## src/rtl/uart_txf_pkg.sv

```systemverilog
package uart_txf_pkg;
    localparam int DATA_W     = 8;
    localparam int FRAME_BITS = DATA_W + 2;
    localparam int OSR_SLOW   = 16;
    localparam int OSR_FAST   = 8;
    localparam int TICK_W     = $clog2(OSR_SLOW);
    localparam int BIT_W      = $clog2(FRAME_BITS);
    localparam int SIR_W_SLOW = 3;
    localparam int SIR_W_FAST = 2;
    localparam int LP_TICKS   = 3;
    localparam int LP_CW      = $clog2(LP_TICKS);

    typedef enum logic {
        ST_IDLE  = 1'b0,
        ST_SHIFT = 1'b1
    } ser_state_e;

    typedef struct packed {
        ser_state_e              st;
        logic [FRAME_BITS-1:0]   sh;
        logic [BIT_W-1:0]        bitn;
        logic [TICK_W-1:0]       tick;
        logic                    fast;
        logic                    bit_new;
    } ser_regs_t;

    typedef struct packed {
        logic             on;
        logic [LP_CW-1:0] cnt;
    } lp_regs_t;
endpackage

```

## src/rtl/uart_txf_fifo.sv

```systemverilog
module uart_txf_fifo #(
    parameter int DEPTH = 8,
    parameter int DW    = 8
) (
    input  logic                          clk,
    input  logic                          rst_n,
    input  logic                          push,
    input  logic [DW-1:0]                 push_data,
    input  logic                          pop,
    output logic [DW-1:0]                 rd_data,
    output logic                          empty,
    output logic [$clog2(DEPTH+1)-1:0]    level
);
    localparam int AW = (DEPTH > 1) ? $clog2(DEPTH) : 1;
    localparam int CW = $clog2(DEPTH + 1);

    typedef struct packed {
        logic [AW-1:0] wp;
        logic [AW-1:0] rp;
        logic [CW-1:0] cnt;
    } fifo_regs_t;

    fifo_regs_t    q, d;
    logic [DW-1:0] mem [DEPTH];
    logic          do_push, do_pop;

    always_comb begin
        d       = q;
        do_push = push && (q.cnt != CW'(DEPTH));
        do_pop  = pop && (q.cnt != '0);
        if (do_push) d.wp = (q.wp == AW'(DEPTH - 1)) ? '0 : q.wp + AW'(1);
        if (do_pop)  d.rp = (q.rp == AW'(DEPTH - 1)) ? '0 : q.rp + AW'(1);
        case ({do_push, do_pop})
            2'b10:   d.cnt = q.cnt + CW'(1);
            2'b01:   d.cnt = q.cnt - CW'(1);
            default: d.cnt = q.cnt;
        endcase
    end

    always_ff @(posedge clk or negedge rst_n) begin
        if (!rst_n) q <= '0;
        else        q <= d;
    end

    always_ff @(posedge clk) begin
        if (do_push) mem[q.wp] <= push_data;
    end

    assign rd_data = mem[q.rp];
    assign empty   = (q.cnt == '0);
    assign level   = q.cnt;

    // a write into a full queue changes nothing
    p_no_overflow_r8: assert property (@(posedge clk) disable iff (!rst_n)
        (level == CW'(DEPTH)) && push && !pop |=> (level == CW'(DEPTH)) && $stable(q.wp));
endmodule

```

## src/rtl/uart_txf_shift.sv

```systemverilog
module uart_txf_shift
    import uart_txf_pkg::*;
(
    input  logic              clk,
    input  logic              rst_n,
    input  logic              baud_tick,
    input  logic              allow,
    input  logic              fast_sel,
    input  logic              fifo_empty,
    input  logic [DATA_W-1:0] fifo_data,
    output logic              pop,
    output logic              busy,
    output logic              serial,
    output logic              zero_bit,
    output logic              bit_start,
    output logic [TICK_W-1:0] tick_idx,
    output logic              cur_fast
);
    ser_regs_t         q, d;
    logic              can_go, load;
    logic [TICK_W-1:0] last;

    always_comb begin
        d         = q;
        d.bit_new = 1'b0;
        load      = 1'b0;
        last      = q.fast ? TICK_W'(OSR_FAST - 1) : TICK_W'(OSR_SLOW - 1);
        can_go    = allow && !fifo_empty;
        if (baud_tick) begin
            if (q.st == ST_IDLE) begin
                load = can_go;
            end else if (q.tick != last) begin
                d.tick = q.tick + TICK_W'(1);
            end else begin
                d.tick = '0;
                if (q.bitn == BIT_W'(FRAME_BITS - 1)) begin
                    load = can_go;
                    if (!can_go) d.st = ST_IDLE;
                end else begin
                    d.sh      = {1'b1, q.sh[FRAME_BITS-1:1]};
                    d.bitn    = q.bitn + BIT_W'(1);
                    d.bit_new = 1'b1;
                end
            end
        end
        if (load) begin
            d.st      = ST_SHIFT;
            d.sh      = {1'b1, fifo_data, 1'b0};
            d.bitn    = '0;
            d.tick    = '0;
            d.fast    = fast_sel;
            d.bit_new = 1'b1;
        end
    end

    always_ff @(posedge clk or negedge rst_n) begin
        if (!rst_n) q <= '{st: ST_IDLE, sh: '1, bitn: '0, tick: '0, fast: 1'b0, bit_new: 1'b0};
        else        q <= d;
    end

    assign pop       = load;
    assign busy      = (q.st == ST_SHIFT);
    assign serial    = busy ? q.sh[0] : 1'b1;
    assign zero_bit  = busy && !q.sh[0];
    assign bit_start = q.bit_new;
    assign tick_idx  = q.tick;
    assign cur_fast  = q.fast;

    // a frame only begins when starting was allowed
    p_gate_r4: assert property (@(posedge clk) disable iff (!rst_n)
        $rose(busy) |-> $past(allow));
    // the first bit of a frame is low
    p_start_low_r2: assert property (@(posedge clk) disable iff (!rst_n)
        $rose(busy) |-> !serial);
    // idle line is high
    p_idle_high_r1: assert property (@(posedge clk) disable iff (!rst_n)
        !busy |-> serial);
    // the engine only stops after the stop bit
    p_finish_r5: assert property (@(posedge clk) disable iff (!rst_n)
        $fell(busy) |-> $past(q.bitn) == BIT_W'(FRAME_BITS - 1));
endmodule

```

## src/rtl/uart_txf_sir.sv

```systemverilog
module uart_txf_sir
    import uart_txf_pkg::*;
(
    input  logic              clk,
    input  logic              rst_n,
    input  logic              lp_tick,
    input  logic              lp_mode,
    input  logic              busy,
    input  logic              zero_bit,
    input  logic              bit_start,
    input  logic [TICK_W-1:0] tick_idx,
    input  logic              fast,
    output logic              pulse
);
    lp_regs_t          q, d;
    logic [TICK_W-1:0] width;
    logic              norm_pulse;

    always_comb begin
        width      = fast ? TICK_W'(SIR_W_FAST) : TICK_W'(SIR_W_SLOW);
        norm_pulse = busy && zero_bit && (tick_idx < width);
        d          = q;
        if (bit_start && zero_bit) begin
            d.on  = 1'b1;
            d.cnt = '0;
        end else if (q.on && lp_tick) begin
            if (q.cnt == LP_CW'(LP_TICKS - 1)) begin
                d.on  = 1'b0;
                d.cnt = '0;
            end else begin
                d.cnt = q.cnt + LP_CW'(1);
            end
        end
    end

    always_ff @(posedge clk or negedge rst_n) begin
        if (!rst_n) q <= '0;
        else        q <= d;
    end

    assign pulse = lp_mode ? q.on : norm_pulse;

    // a low-power pulse ends only on a reference tick
    p_lp_end_r12: assert property (@(posedge clk) disable iff (!rst_n)
        $fell(q.on) |-> $past(lp_tick));
endmodule

```

## src/rtl/uart_tx_flow.sv

```systemverilog
module uart_tx_flow
    import uart_txf_pkg::*;
#(
    parameter int DEPTH = 8
) (
    input  logic              clk,
    input  logic              rst_n,
    input  logic              en_global,
    input  logic              en_tx,
    input  logic              cts_en,
    input  logic              fast_sel,
    input  logic              drain_irq_mode,
    input  logic              sir_en,
    input  logic              sir_lowpwr,
    input  logic              loop_en,
    input  logic              push,
    input  logic [DATA_W-1:0] push_data,
    input  logic              baud_tick,
    input  logic              lp_tick,
    input  logic              cts,
    input  logic              rx_pin,
    input  logic              irq_clr,
    output logic              tx_pin,
    output logic              rx_core,
    output logic              tx_irq
);
    localparam int CW = $clog2(DEPTH + 1);
    localparam logic [CW-1:0] THRESH = CW'(DEPTH / 2);

    typedef struct packed {
        logic          irq;
        logic          busy_prev;
        logic [CW-1:0] level_prev;
    } top_regs_t;

    top_regs_t         q, d;
    logic [DATA_W-1:0] rd_data;
    logic              empty, pop, busy, serial, zero_bit, bit_start, cur_fast;
    logic              pulse, allow, line, set_irq;
    logic [CW-1:0]     level;
    logic [TICK_W-1:0] tick_idx;

    assign allow = en_global && en_tx && (!cts_en || cts);

    uart_txf_fifo #(.DEPTH(DEPTH), .DW(DATA_W)) i_fifo (
        .clk(clk), .rst_n(rst_n), .push(push), .push_data(push_data),
        .pop(pop), .rd_data(rd_data), .empty(empty), .level(level)
    );

    uart_txf_shift i_shift (
        .clk(clk), .rst_n(rst_n), .baud_tick(baud_tick), .allow(allow),
        .fast_sel(fast_sel), .fifo_empty(empty), .fifo_data(rd_data),
        .pop(pop), .busy(busy), .serial(serial), .zero_bit(zero_bit),
        .bit_start(bit_start), .tick_idx(tick_idx), .cur_fast(cur_fast)
    );

    uart_txf_sir i_sir (
        .clk(clk), .rst_n(rst_n), .lp_tick(lp_tick), .lp_mode(sir_lowpwr),
        .busy(busy), .zero_bit(zero_bit), .bit_start(bit_start),
        .tick_idx(tick_idx), .fast(cur_fast), .pulse(pulse)
    );

    always_comb begin
        d            = q;
        d.busy_prev  = busy;
        d.level_prev = level;
        if (drain_irq_mode) set_irq = q.busy_prev && !busy && empty;
        else                set_irq = (q.level_prev > THRESH) && (level <= THRESH);
        d.irq = set_irq || (q.irq && !irq_clr);
    end

    always_ff @(posedge clk or negedge rst_n) begin
        if (!rst_n) q <= '0;
        else        q <= d;
    end

    assign line    = sir_en ? pulse : serial;
    assign tx_pin  = loop_en ? !sir_en : line;
    assign rx_core = loop_en ? line : rx_pin;
    assign tx_irq  = q.irq;

    // in level mode the flag rises only with the queue at or below the threshold
    p_irq_level_r9: assert property (@(posedge clk) disable iff (!rst_n)
        $rose(tx_irq) && !$past(drain_irq_mode) |-> level <= THRESH);
    // in drain mode the flag rises only with the engine idle and queue empty
    p_irq_drain_r10: assert property (@(posedge clk) disable iff (!rst_n)
        $rose(tx_irq) && $past(drain_irq_mode) |-> $past(!busy && empty));
endmodule

```

## config.mk

```make
export PLATFORM = sky130hd
export DESIGN_NAME = uart_tx_flow
export DESIGN_NICKNAME = d
export VERILOG_FILES = /design/src/rtl/uart_txf_pkg.sv /design/src/rtl/uart_txf_fifo.sv /design/src/rtl/uart_txf_shift.sv /design/src/rtl/uart_txf_sir.sv /design/src/rtl/uart_tx_flow.sv
export SDC_FILE = /design/constraint.sdc
export NUM_CORES = 1
export LEC_CHECK = 0
export ABC_AREA = 1
export ABC_CLOCK_PERIOD_IN_PS = 2200
export BUFFER_PORTS_ARGS = -buffer_cell sky130_fd_sc_hd__buf_2
export CORE_UTILIZATION = 55
export CTS_BUF_LIST = sky130_fd_sc_hd__clkbuf_16
export DETAILED_ROUTE_END_ITERATION = 10
export GPL_ROUTABILITY_DRIVEN = 0
export PLACE_DENSITY_LB_ADDON = 0.08
export SYNTH_ARGS = -nofsm -noshare
export SYNTH_HDL_FRONTEND = slang
export SYNTH_SLANG_ARGS = --single-unit
```

## constraint.sdc

```tcl
create_clock -name clk -period 2.2 [get_ports clk]
set_input_delay 0.22 -clock clk [delete_from_list [all_inputs] [get_ports clk]]
set_output_delay 0.22 -clock clk [all_outputs]
set_load 0.1 [all_outputs]
```

== Word-level counts from Yosys, hierarchy flattened ==
Memory sizes are Yosys's and may differ from the RTL's.
Index checks and enable logic that the tools add are counted.

* Flip-flop bits (word level): 40
* Bits in latches: 0
* Memory bits (writable): 64
* Bits in read-only memories: 0
* Input bits: 24
* Output and inout port bits: 3
* Word-level logic and storage cells: 100
* Memories kept: 1

* Add/subtract/negate cells: 7
* Multiply operators: 0
* Divide/modulo/power cells: 0
* Order comparisons: 3
* Equal/unequal tests: 10
* Shift operators: 0
* Muxes and demuxes: 33
* Bitwise logic cells: 0
* Reductions and logical operators: 32

{| class="wikitable"
|+ Memories
! name !! words !! width !! rd ports !! clocked after memory_dff !! wr ports !! line !! source
|-
| i_fifo.mem || 8 || 8 || 1 || 0 || 1 || uart_txf_fifo.sv:24 || <nowiki>logic [DW-1:0] mem [DEPTH];</nowiki>
|}

{| class="wikitable"
|+ Operator list
! cell !! count
|-
| $mux W19 || 2
|-
| $mux W21 || 1
|-
| $mux W1 || 20
|-
| $mux W15 || 1
|-
| $logic_and A1 B1 Y1 || 14
|-
| $mux W14 || 1
|-
| $add A4 B1 Y4 const B || 3
|-
| $mux W3 || 4
|-
| $reduce_bool A2 Y1 || 5
|-
| $mux W4 || 2
|-
| $pmux W4 S2 || 1
|-
| $add A3 B1 Y3 const B || 2
|-
| $eq A3 B3 Y1 const B || 2
|-
| $logic_not A1 Y1 || 6
|-
| $eq A2 B2 Y1 const B || 2
|-
| $eq A4 B4 Y1 const B || 1
|-
| $gt A4 B3 Y1 const B || 1
|-
| $le A4 B3 Y1 const B || 1
|-
| $logic_not A4 Y1 || 1
|-
| $lt A4 B4 Y1 || 1
|-
| $ne A2 B2 Y1 const B || 2
|-
| $ne A4 B4 Y1 || 1
|-
| $ne A4 B4 Y1 const B || 1
|-
| $reduce_and A2 Y1 || 2
|-
| other kinds (7) || 8
|}

== Logic depth before layout (Yosys ltp) ==
Gate-level depths: netlist of the first run.

* Word-level depth: 11
* Gate-level depth with buffers: 15
* Mapped depth without buffers: 14

== Hierarchy ==
A second synthesis of the first run with hierarchy kept.

* Cell total of the unflattened synthesis: 569
* Area, all modules: 5103.6 um^2

{| class="wikitable"
|+ By module, submodules not included
! module !! instances !! cells an instance !! area an instance (um^2) !! seq. area each (um^2)
|-
| uart_txf_fifo || 1 || 366 || 3452.1 || 2172.1
|-
| uart_txf_shift || 1 || 148 || 1223.7 || 538.0
|-
| uart_tx_flow || 1 || 31 || 259.0 || 150.1
|-
| uart_txf_sir || 1 || 24 || 168.9 || 75.1
|}

== Worst setup path before layout of the first run ==
No wires, ideal clock.

* Kind: reg2out
* From: reg i_shift.q (netlist bit i_shift.busy)
* To: out rx_core
* Arrival: 2.392 ns
* Required time: 1.980 ns
* Path slack: -0.412 ns
* Cell stages (with the launch flop): 7
* Buffers on the path: 0
* Cells stage by stage: dfrtp_1 -> inv_2 -> nor2_2 -> nand3_1 -> o21ai_1 -> nand2_1 -> a21oi_1

* Longest elaborated chain between the ends: 6
* Elaborated cells between the ends (all ways): 7
* Classes of those cells: 4 x mux; 3 x reduce/logical

{| class="wikitable"
|+ Ends and longest elaborated chain
! element !! line !! source
|-
| start, declared || uart_txf_shift.sv:19 || <nowiki>ser_regs_t q, d;</nowiki>
|-
| start signal, assigned || uart_txf_shift.sv:57 || <nowiki>if (!rst_n) q <= '{st: ST_IDLE, sh: '1, bitn: '0, tick: '0, fast: 1'b0, bit_new: 1'b0};</nowiki>
|-
| $logic_and A1 B1 Y1 || uart_txf_shift.sv:64 || <nowiki>assign zero_bit = busy && !q.sh[0];</nowiki>
|-
| $logic_and A1 B1 Y1 (2 in series) || uart_txf_sir.sv:21 || <nowiki>norm_pulse = busy && zero_bit && (tick_idx < width);</nowiki>
|-
| $mux W1 || uart_txf_sir.sv:41 || <nowiki>assign pulse = lp_mode ? q.on : norm_pulse;</nowiki>
|-
| $mux W1 * || uart_tx_flow.sv:77 || <nowiki>assign line = sir_en ? pulse : serial;</nowiki>
|-
| $mux W1 * || uart_tx_flow.sv:79 || <nowiki>assign rx_core = loop_en ? line : rx_pin;</nowiki>
|-
| end, declared || uart_tx_flow.sv:24 || <nowiki>output logic rx_core,</nowiki>
|}

Every way passes the cells marked *; elsewhere a longest branch is shown, timed or not.

== Final worst setup path of the first run ==
* From: reg i_shift.q[7] (netlist name)
* To: reg i_fifo.q (netlist bit i_fifo.level[2])

* Longest elaborated chain between the ends: 8
* Elaborated cells between the ends (all ways): 10
* Classes of those cells: 3 x eq/ne; 5 x mux; 2 x reduce/logical

{| class="wikitable"
|+ Ends and longest elaborated chain
! element !! line !! source
|-
| $eq A4 B4 Y1 * || uart_txf_shift.sv:36 || <nowiki>if (q.bitn == BIT_W'(FRAME_BITS - 1)) begin</nowiki>
|-
| $mux W1 * || uart_txf_shift.sv:36 ||
|-
| $mux W1 * || uart_txf_shift.sv:32 || <nowiki>end else if (q.tick != last) begin</nowiki>
|-
| $mux W1 * || uart_txf_shift.sv:30 || <nowiki>if (q.st == ST_IDLE) begin</nowiki>
|-
| $mux W1 * || uart_txf_shift.sv:29 || <nowiki>if (baud_tick) begin</nowiki>
|-
| $logic_and A1 B1 Y1 * || uart_txf_fifo.sv:30 || <nowiki>do_pop = pop && (q.cnt != '0);</nowiki>
|-
| $eq A2 B1 Y1 / $eq A2 B2 Y1 (equally long branches) || uart_txf_fifo.sv:33 || <nowiki>case ({do_push, do_pop})</nowiki>
|-
| $pmux W4 S2 / $reduce_bool A2 Y1 (equally long branches) || -- ||
|-
| end signal, assigned || uart_txf_fifo.sv:41 || <nowiki>if (!rst_n) q <= '0;</nowiki>
|-
| end signal, assigned || uart_txf_fifo.sv:42 || <nowiki>else q <= d;</nowiki>
|-
| end, declared || uart_txf_fifo.sv:23 || <nowiki>fifo_regs_t q, d;</nowiki>
|}

Marks and branches as above.
A chain may end at the register's enable or synchronous reset.

==> results.py, run 1 <==
metrics = {
    "floorplanning": {
        "io_pins": 27,
        "die_h_um": 97.5,
        "dieArea_mm2": 0.00950,
        "die_w_um": 97.5,
        "initial_core_util_pct": 57.2,
        "rows": 34,
        "core_area_mm2": 0.00876,
    },
    "synth": {
        "synthesis.instances": 561,
        "synth_cell_type_count": 36,
        "yosysWarnings": 0,
        "ys_seq_area_share_pct": 58.5,
        "syn_area_mm2": 0.00501,
        "synth-seq-cells": 104,
        "avgSynthCellArea_um2": 8.94,
        "synth_nets": 595,
    },
    "sta": {
        "fin_crit_ns": 2.12,
        "tns_ns": 0,
        "holdWs_ns": -0.00482,
        "finalHoldViolCount": 5,
        "finalSetupViolCount": 0,
        "worst_pin_slew_ns": 0.879,
        "slew_viol_final": 0,
        "grt_setup_unrepaired": "yes",
        "timing.fmax_ghz": 0.472,
        "relSlewSlack_pct": 41.4,
        "post-route-period-util_pct": 96.3,
        "fin_skew_ns": 0.00802,
    },
    "drt": {
        "wl_per_cell_um": 13.5,
        "route.detailed.drc": 0,
        "vias_per_cell": 4.91,
        "antenna_left": 0,
        "initialDrtViolationCount": 183,
        "vias": 3487,
        "dr.pass1.iters": 4,
        "routed_wl_um": 9550,
    },
    "clock_network": {
        "clk_latency_ns": 0.35,
        "cts_buffers": 9,
        "cts_tree": "built",
        "cts_htree_levels": 3,
        "path_clk_slew_ns": 0.07,
        "cts.sinks": 104,
        "cts_hold_buffers": 0,
        "cts_root_buffer": "clkbuf_16",
        "clk_path_buf_depth": 2,
    },
    "placed_design": {
        "dp_hpwl_um": 6250,
        "place.port_buffers": 26,
    },
    "grt": {
        "grt_use_total_pct": 22.4,
        "overflow": 0,
        "antenna_found_initial": 0,
        "grt_pass1_wl_um": 16400,
        "grt_pass1_vias": 3394,
        "grt_max_degree": 41,
    },
    "worst_setup_path": {
        "worstPathMaxFanout": 4,
        "cp-start-kind": "register",
        "end_kind": "register",
        "crit_arrival_ns": 2.39,
        "r2r_cells": 12,
        "worstSetupPathType": "reg2reg",
        "cp.required_ns": 2.47,
    },
    "final_layout": {
        "area_delta_synth_final_pct": 13.4,
        "drive_gt1_share_pct": 15.8,
        "final_nets": 631,
        "n_fill_cell": 715,
        "n_antenna_cell": 0,
    },
    "power_and_ir_drop": {
        "seqPwrFrac_pct": 47.0,
        "comb_power_share_pct": 21.4,
        "power_mw": 5.63,
        "p_int_mw": 3.91,
        "power.switching_mw": 1.72,
        "p_clk_share_pct": 31.6,
        "power.leakage_nw": 2.72,
        "ir_worst_vdd_v": 0.000771,
        "swShare_pct": 30.5,
        "power_density_mw_per_mm2": 990,
    },
    "outcome": {
        "failed_checks": "negative hold slack",
        "status": "complete, but fails checks",
    },
    "run": {
        "drv_cap": 0,
    },
    "min_path": {
        "hp-class": "in2async",
    },
}
## cells in the final DEF, fill, tap and decap left out, types with 9 or more instances in the layout
| master | n |
|---|---|
| nand2_1 | 202 |
| inv_1 | 91 |
| edfxtp_1 | 64 |
| nand3_1 | 42 |
| nor2_1 | 30 |
| dfrtp_1 | 30 |
| buf_2 | 24 |
| buf_4 | 16 |
| o21ai_0 | 12 |
| dfstp_2 | 10 |
| ha_1 | 9 |
| clkbuf_16 | 9 |
## cell usage after synthesis (all sizes together)
cell type	number	share of area [%]
nand2	206	16
o21a	2	0.30
o211ai	1	0.15
o221ai	1	0.17
o21bai	1	0.15
nor3	3	0.30
o21ai	15	1.6
dfstp	10	5.2
buf	15	2.0
dfrtp	30	15
clkbuf	1	0.075
inv	95	7.2
xor2	6	1.0
nand4	3	0.37
nand3	46	5.2
nor2	37	3.1
edfxtp	64	38
clkinv	2	0.17
xnor2	1	0.17
ha	10	2.5
a21oi	10	1.0
nand3b	1	0.15
or2	1	0.12
## through the flow
stage               instances  util, %  cell area, um^2  worst slack, ns
global placement          692     60.4             5290           0.0939
finish                    710     64.9             5690           0.0819
floorplan                 561        -             5030           0.0165
CTS                       708     64.4             5640           0.0345
detailed placement        692     60.4             5290           0.0199
global route              710     64.9             5690          -0.0868
## metal layers
| metal | vias up | routed length, um | global-route usage, % |
|---|---|---|---|
| met5 | - | 0 | 0 |
| met4 | 0 | 112 | 6.90 |
| met3 | 12 | 393 | 4.17 |
| met2 | 54 | 4630 | 36.5 |
| met1 | 1602 | 4410 | 30.6 |
| li1 | 1819 | - | - |
## kinds of logic (layout without fill, tap and decap cells)
| kind of cell | Yosys count | after routing | share of synthesized area (%) |
|---|---|---|---|
| compound gates | 30 | 30 | 3.34 |
| xor+xnor | 7 | 7 | 1.22 |
| fa+ha+maj | 10 | 10 | 2.50 |
| buf+inv | 113 | 154 | 9.38 |
| flops | 104 | 104 | 58.5 |
| simple gates | 297 | 297 | 25.0 |
## path summary, 6_finish.rpt
path                            slack [ns]                        start                          end
worst max-delay path                  0.08     i_shift.q[7]$_DFFE_PN0P_  i_fifo.level[2]$_DFFE_PN0P_
worst min-delay path                -0.005                        rst_n       i_sir.q[0]$_DFFE_PN0P_
worst max register to register        0.08     i_shift.q[7]$_DFFE_PN0P_  i_fifo.level[2]$_DFFE_PN0P_
worst min register to register        0.43  i_fifo.level[3]$_DFFE_PN0P_               q[3]$_DFF_PN0_
max in group asynchronous             1.65                        rst_n             tx_irq$_DFF_PN0_
min in group clk                      0.07                      irq_clr             tx_irq$_DFF_PN0_
## final cells by class
type                       count  area (um^2)  share of cell area, %
clock buffer                   9          225                   3.96
clock inverter                 7          114                   2.00
inverter                      97          368                   6.47
multi-input combinational    344         1650                   29.0
sequential                   104         2940                   51.6
tap                          108          135                   2.38
timing repair buffer          41          260                   4.58
## worst max-delay path, cell delays in order (launching register included)
cell	delay, ns
dfrtp_1	0.41
inv_1	0.07
ha_1	0.13
nand3b_1	0.12
nand2_1	0.13
nand3_2	0.11
nor2_4	0.14
ha_2	0.24
xor2_2	0.19
ha_1	0.19
a21oi_2	0.04
xor2_1	0.15
o21ai_0	0.14
## what timing repair did
item	in CTS	in global routing
resized for setup	3	8
setup buffers	0	2
endpoints found under the setup margin	3	12
pin swaps	0	1
## power groups by stage
stage / clock, mW / sequential (mW) / combinational (mW)
6_report: 1.78 / 2.65 / 1.20
2_1_floorplan: 0 / 2.72 / 0.758
3_5_place_dp: 0 / 2.69 / 1.16
3_3_place_gp: 0 / 2.67 / 1.13
5_1_grt: 1.87 / 2.69 / 1.37
4_1_cts: 1.82 / 2.65 / 1.17
## registers in the layout, indices dropped and copies added (netlist names)
name,cells
i_fifo.mem,64
i_shift.q,14
i_fifo.q,6
q,5
i_fifo.level,4
i_shift.tick_idx,4
i_sir.q,3
i_shift.bit_start,1
i_shift.busy,1
i_shift.cur_fast,1
tx_irq,1
Power figures use the tool's default switching activity.
==> inputs of run 2 (changes only) <==
--- a/config.mk
+++ b/config.mk
@@ -6,13 +6,14 @@
 export NUM_CORES = 1
 export LEC_CHECK = 0
 export ABC_AREA = 1
-export ABC_CLOCK_PERIOD_IN_PS = 2200
+export ABC_CLOCK_PERIOD_IN_PS = 1900
 export BUFFER_PORTS_ARGS = -buffer_cell sky130_fd_sc_hd__buf_2
 export CORE_UTILIZATION = 55
 export CTS_BUF_LIST = sky130_fd_sc_hd__clkbuf_16
 export DETAILED_ROUTE_END_ITERATION = 10
 export GPL_ROUTABILITY_DRIVEN = 0
 export PLACE_DENSITY_LB_ADDON = 0.08
+export SETUP_SLACK_MARGIN = 0.5
 export SYNTH_ARGS = -nofsm -noshare
 export SYNTH_HDL_FRONTEND = slang
 export SYNTH_SLANG_ARGS = --single-unit
==> constraint.sdc (replaced) <==
create_clock -name clk -period 1.9 [get_ports clk]
set_input_delay 0.19 -clock clk [delete_from_list [all_inputs] [get_ports clk]]
set_output_delay 0.19 -clock clk [all_outputs]
set_load 0.1 [all_outputs]
==> run 2 against run 1 <==
The run ends with negative setup slack left. Utilization up 9.4 points. Clock power barely moved. Routed wire length grew 19%. Largest cell class unchanged.
==> results.py, run 2 (same netlist as run 1, synthesis figures left out) <==
metrics = {
    "outcome": {
        "status": "complete, but fails checks",
        "failed_checks": "negative setup slack",
    },
    "sta": {
        "finalSetupViolCount": 6,
        "fin_crit_ns": 2.10,
        "holdWs_ns": 0.0814,
        "grt_setup_unrepaired": "yes",
        "finalHoldViolCount": 0,
        "slew_viol_final": 0,
        "fin_skew_ns": 0.00937,
        "layout_setup_ws_ns": -0.195,
        "worst_pin_slew_ns": 0.591,
        "relSlewSlack_pct": 60.5,
        "timing.fmax_ghz": 0.477,
        "post-route-period-util_pct": 110,
    },
    "final_layout": {
        "n_fill_cell": 609,
        "top_regs": "i_fifo.mem: 64 flops, i_shift.q: 14 flops, i_fifo.q: 6 flops",
        "top_register": "i_fifo.mem",
        "n_antenna_cell": 0,
        "area_delta_synth_final_pct": 29.9,
        "register_area_mm2": 0.00294,
        "drive_gt1_share_pct": 27.9,
        "final_util_pct": 74.3,
        "layout_commonest_cell": "nand2_1",
        "final_cell_mix": "190 x nand2_1, 88 x inv_1, 64 x edfxtp_1",
        "multi_input_area_mm2": 0.00194,
        "largest_reg_flops": 64,
        "final_nets": 682,
    },
    "min_path": {
        "hold_end": "i_shift.cur_fast$_DFFE_PN0N_",
        "hp-class": "in2reg",
        "hold_path_startpoint": "fast_sel",
        "min_path_cells": 3,
    },
    "worst_setup_path": {
        "r2r_start": "i_shift.tick_idx[0]$_DFFE_PN0P_",
        "end_kind": "register",
        "cp.required_ns": 2.18,
        "worstSetupPathType": "reg2reg",
        "crit_arrival_ns": 2.38,
        "reg2reg_to": "i_fifo.level[3]$_DFFE_PN0P_",
        "worstPathMaxFanout": 3,
        "reg2reg_setup_slack_ns": -0.20,
        "cp-start-kind": "register",
        "r2r_cells": 14,
    },
    "clock_network": {
        "cts_tree": "built",
        "cts.sinks": 104,
        "cts_root_buffer": "clkbuf_16",
        "clk_latency_ns": 0.34,
        "clk_path_buf_depth": 2,
        "cts_htree_levels": 3,
        "path_clk_slew_ns": 0.07,
        "cts_buffers": 9,
    },
    "floorplanning": {
        "die_h_um": 97.5,
        "rows": 34,
        "core_area_mm2": 0.00876,
        "die_w_um": 97.5,
        "io_pins": 27,
        "initial_core_util_pct": 57.2,
        "dieArea_mm2": 0.00950,
    },
    "drt": {
        "vias_per_cell": 5.11,
        "dr.pass1.iters": 4,
        "wl_per_cell_um": 14.9,
        "initialDrtViolationCount": 273,
        "vias": 3892,
        "antenna_left": 0,
        "routed_wl_um": 11400,
        "route.detailed.drc": 0,
    },
    "power_and_ir_drop": {
        "power_mw": 7.09,
        "ir_worst_vdd_v": 0.000724,
        "power.leakage_nw": 3.07,
        "power_density_mw_per_mm2": 1090,
    },
    "run": {
        "drv_cap": 0,
    },
    "grt": {
        "gr-usage-met3_pct": 5.40,
        "grt_use_met2_pct": 42.4,
        "busiest_layer": "met2",
        "antenna_found_initial": 0,
        "met1_usage_pct": 31.8,
        "grt_pass1_vias": 3965,
        "overflow": 0,
        "grt_pass1_wl_um": 18500,
        "grt_use_total_pct": 25.2,
        "grt_max_degree": 35,
    },
    "placed_design": {
        "dp_hpwl_um": 6720,
        "place.port_buffers": 26,
    },
}
[run 2: repair_timing]
item | in CTS | in global routing
resized for setup | 51 | 19
endpoints found under the hold margin | 33 | 0
pin swaps | 24 | 21
hold buffers | 1 | 0
setup endpoints to repair | 92 | 96
setup buffers | 28 | 9
gates cloned | 3 | 1
[run 2: worst max-delay path by stage]
stage	from	end	slack [ns]	cells after the start
global route	i_shift.q[7]$_DFFE_PN0P_	i_fifo.level[3]$_DFFE_PN0P_	-0.32	13
floorplan	i_shift.tick_idx[1]$_DFFE_PN0P_	i_fifo.level[2]$_DFFE_PN0P_	-0.14	14
detailed placement	i_shift.q[7]$_DFFE_PN0P_	i_fifo.level[2]$_DFFE_PN0P_	-0.10	12
finish	i_shift.tick_idx[0]$_DFFE_PN0P_	i_fifo.level[3]$_DFFE_PN0P_	-0.20	14
global placement	i_shift.q[7]$_DFFE_PN0P_	i_fifo.level[2]$_DFFE_PN0P_	-0.05	12
CTS	i_shift.tick_idx[0]$_DFFE_PN0P_	rx_core	-0.08	7
[run 2: final cells by class]
cell class,instances,area share (%)
Timing Repair inverter,1,0.134
Inverter,97,5.82
Clock inverter,7,1.02
Timing Repair Buffer,89,12.6
Clock buffer,9,3.46
Tap cell,108,2.07
Multi-Input combinational cell,346,29.8
Sequential cell,104,45.1
[run 2: worst max-delay path: stages (launching register included)]
cell and delay (ns):
dfrtp_1 0.37, ha_2 0.20, nand2_2 0.08, inv_4 0.08
nand3_4 0.08, nand2_4 0.09, nand2_4 0.06, nor2_4 0.14
ha_4 0.21, xor2_4 0.21, buf_4 0.14, nand4_1 0.13
nand3_1 0.14, nand2_1 0.06, nand2_1 0.06
[run 2: power by group]
part           switching, mW  internal [mW]
sequential             0.216           2.86
combinational           1.28          0.964
clock                  0.859          0.916
total                   2.35           4.74
[run 2: per-stage QoR]
stage	std cells	setup WS, ns	instance area, um^2	setup TNS [ns]
after floorplan	561	-0.139	5150	-0.356
after global placement	703	-0.0463	5540	-0.0463
after detailed placement	703	-0.103	5540	-0.203
after CTS	751	-0.0773	6340	-0.207
after global routing	761	-0.321	6510	-2.07
final	761	-0.195	6510	-0.441
[run 2: per-layer routing]
metal  routed length [um]  share of wire, %  vias up
met5                    0                 0        -
met4                  184               1.6        0
met3                  587               5.2       18
met2                 5840                51       95
met1                 4760                42     1847
li1                     -                 -     1932
==> inputs of run 3 (changes only) <==
--- a/config.mk
+++ b/config.mk
@@ -6,9 +6,9 @@
 export NUM_CORES = 1
 export LEC_CHECK = 0
 export ABC_AREA = 1
-export ABC_CLOCK_PERIOD_IN_PS = 1900
+export ABC_CLOCK_PERIOD_IN_PS = 2100
 export BUFFER_PORTS_ARGS = -buffer_cell sky130_fd_sc_hd__buf_2
-export CORE_UTILIZATION = 55
+export CORE_UTILIZATION = 61
 export CTS_BUF_LIST = sky130_fd_sc_hd__clkbuf_16
 export DETAILED_ROUTE_END_ITERATION = 10
 export GPL_ROUTABILITY_DRIVEN = 0
==> constraint.sdc (replaced) <==
create_clock -name clk -period 2.1 [get_ports clk]
set_input_delay 0.21 -clock clk [delete_from_list [all_inputs] [get_ports clk]]
set_output_delay 0.21 -clock clk [all_outputs]
set_load 0.1 [all_outputs]
==> run 3 against run 2 <==
Critical endpoint unchanged. Sequential share of layout area up 1.7 points. The run still ends with negative setup slack left. Setup slack better by 0.19 ns. First-iteration DRC count up 2.2%. Combinational power down 16%.
==> results.py, run 3 (same netlist as run 1, synthesis figures left out) <==
metrics = {
    "outcome": {
        "status": "complete, but fails checks",
        "failed_checks": "negative setup slack",
    },
    "drt": {
        "dr.pass1.iters": 5,
        "initialDrtViolationCount": 279,
        "routed_wl_um": 11900,
        "wl_per_cell_um": 16.0,
        "vias_per_cell": 5.36,
        "vias": 3989,
        "antenna_left": 0,
        "route.detailed.drc": 0,
    },
    "sta": {
        "relSlewSlack_pct": 63.2,
        "layout_setup_ws_ns": -0.00950,
        "finalHoldViolCount": 0,
        "slew_viol_final": 0,
        "grt_setup_unrepaired": "yes",
        "finalSetupViolCount": 1,
        "worst_pin_slew_ns": 0.551,
        "timing.fmax_ghz": 0.474,
        "fin_crit_ns": 2.11,
        "fin_skew_ns": 0.00854,
        "tns_ns": -0.00950,
        "post-route-period-util_pct": 100,
    },
    "grt": {
        "grt_pass1_wl_um": 17600,
        "grt_pass1_vias": 3805,
        "grt_use_total_pct": 27.2,
        "antenna_found_initial": 0,
        "overflow": 0,
        "grt_max_degree": 34,
    },
    "final_layout": {
        "layout_commonest_cell": "nand2_1",
        "top_regs": "i_fifo.mem: 64 flops, i_shift.q: 14 flops, i_fifo.q: 6 flops",
        "postLayoutCellArea_mm2": 0.00628,
        "drive_gt1_share_pct": 26.5,
        "top_register": "i_fifo.mem",
        "register_area_mm2": 0.00294,
        "largest_reg_flops": 64,
        "n_fill_cell": 454,
        "n_antenna_cell": 0,
        "final_util_pct": 80.1,
        "multi_input_area_mm2": 0.00190,
        "area_delta_synth_final_pct": 25.3,
        "final_nets": 671,
        "final_cell_mix": "193 x nand2_1, 89 x inv_1, 64 x edfxtp_1",
    },
    "floorplanning": {
        "core_area_mm2": 0.00785,
        "rows": 32,
        "io_pins": 27,
        "dieArea_mm2": 0.00859,
        "initial_core_util_pct": 63.9,
        "die_h_um": 92.7,
        "die_w_um": 92.7,
    },
    "clock_network": {
        "cts_root_buffer": "clkbuf_16",
        "cts_buffers": 9,
        "clk_latency_ns": 0.34,
        "path_clk_slew_ns": 0.07,
        "cts.sinks": 104,
        "clk_path_buf_depth": 2,
        "cts_tree": "built",
        "cts_htree_levels": 3,
    },
    "worst_setup_path": {
        "worstSetupPathType": "reg2reg",
        "end_kind": "register",
        "cp-start-kind": "register",
        "crit_arrival_ns": 2.40,
        "cp.required_ns": 2.39,
        "worstPathMaxFanout": 3,
    },
    "run": {
        "drv_cap": 0,
    },
    "placed_design": {
        "place.port_buffers": 26,
        "place_area_mm2": 0.00544,
        "dp_hpwl_um": 6560,
    },
    "power_and_ir_drop": {
        "ir_worst_vdd_v": 0.000846,
        "power.leakage_nw": 2.97,
        "power_density_mw_per_mm2": 993,
    },
    "min_path": {
        "hp-class": "in2reg",
    },
}
-- run 3: metrics by stage --
step / total power, mW / instances / setup slack (ns) / hold WS (ns)
2_1_floorplan: 3.71 / 561 / 0.0527 / -0.0856
3_3_place_gp: 4.14 / 693 / 0.109 / 0.129
3_5_place_dp: 4.21 / 693 / 0.00728 / 0.126
4_1_cts: 5.92 / 729 / 0.0769 / 0.0665
5_1_grt: 6.57 / 744 / -0.151 / 0.0662
6_report: 6.24 / 744 / -0.00950 / 0.0737
-- run 3: metal layers --
metal  wire length (um)  vias up  GRT usage (%)  share of wire (%)
li1                   -     1918              -                  -
met1               4710     1878           35.3                 40
met2               6010      168           45.8                 51
met3                878       25           6.32                7.4
met4                279        0           7.95                2.3
met5                  0        -              0                  0
-- run 3: timing repair --
action	CTS	global route
endpoints found under the setup margin	84	91
setup buffers	17	13
gates resized for setup	18	48
hold buffers	1	0
endpoints found under the hold margin	8	0
pin swaps	14	23
cloned	2	2
-- run 3: report_power, final --
part	total, mW	switching, mW	internal [mW]
Sequential	2.80	0.215	2.59
Clock	1.56	0.743	0.819
Combinational	1.88	1.13	0.751
-- run 3: worst paths after layout --
kind                                          endpoint  depth (start not counted)                      start  slack, ns
max in group asynchronous    i_shift.q[18]$_DFFE_PN1P_                          3                      rst_n       1.14
setup reg to reg           i_fifo.level[3]$_DFFE_PN0P_                         14   i_shift.q[7]$_DFFE_PN0P_     -0.009
hold / removal                        tx_irq$_DFF_PN0_                          2                    irq_clr       0.07
min in group asynchronous      i_fifo.q[5]$_DFFE_PN0P_                          2                      rst_n       0.30
setup / recovery           i_fifo.level[3]$_DFFE_PN0P_                         14   i_shift.q[7]$_DFFE_PN0P_     -0.009
hold reg to reg              i_shift.q[12]$_DFFE_PN1P_                          2  i_shift.q[12]$_DFFE_PN1P_       0.47
-- run 3: worst max-delay path, cell delays in order, from the launching register on --
cell      delay (ns)
dfrtp_1         0.39
inv_1           0.07
ha_2            0.16
nand3b_1        0.13
nand2_2         0.14
nand3_4         0.09
nor2_4          0.17
ha_4            0.19
xor2_2          0.17
buf_4           0.15
nand3_2         0.07
nand2_2         0.10
buf_4           0.11
nand4_1         0.07
nand2_1         0.08
-- run 3: area by class of cell --
| class | count | share of cell area (%) |
|---|---|---|
| flip-flops and latches | 104 | 46.8 |
| multi-input cells | 346 | 30.2 |
| repair buffers | 78 | 10.5 |
| inverters | 97 | 5.95 |
| clock buffers | 9 | 3.58 |
| well taps | 102 | 2.03 |
| clock inverters | 7 | 0.856 |
| repair inverters | 1 | 0.0996 |
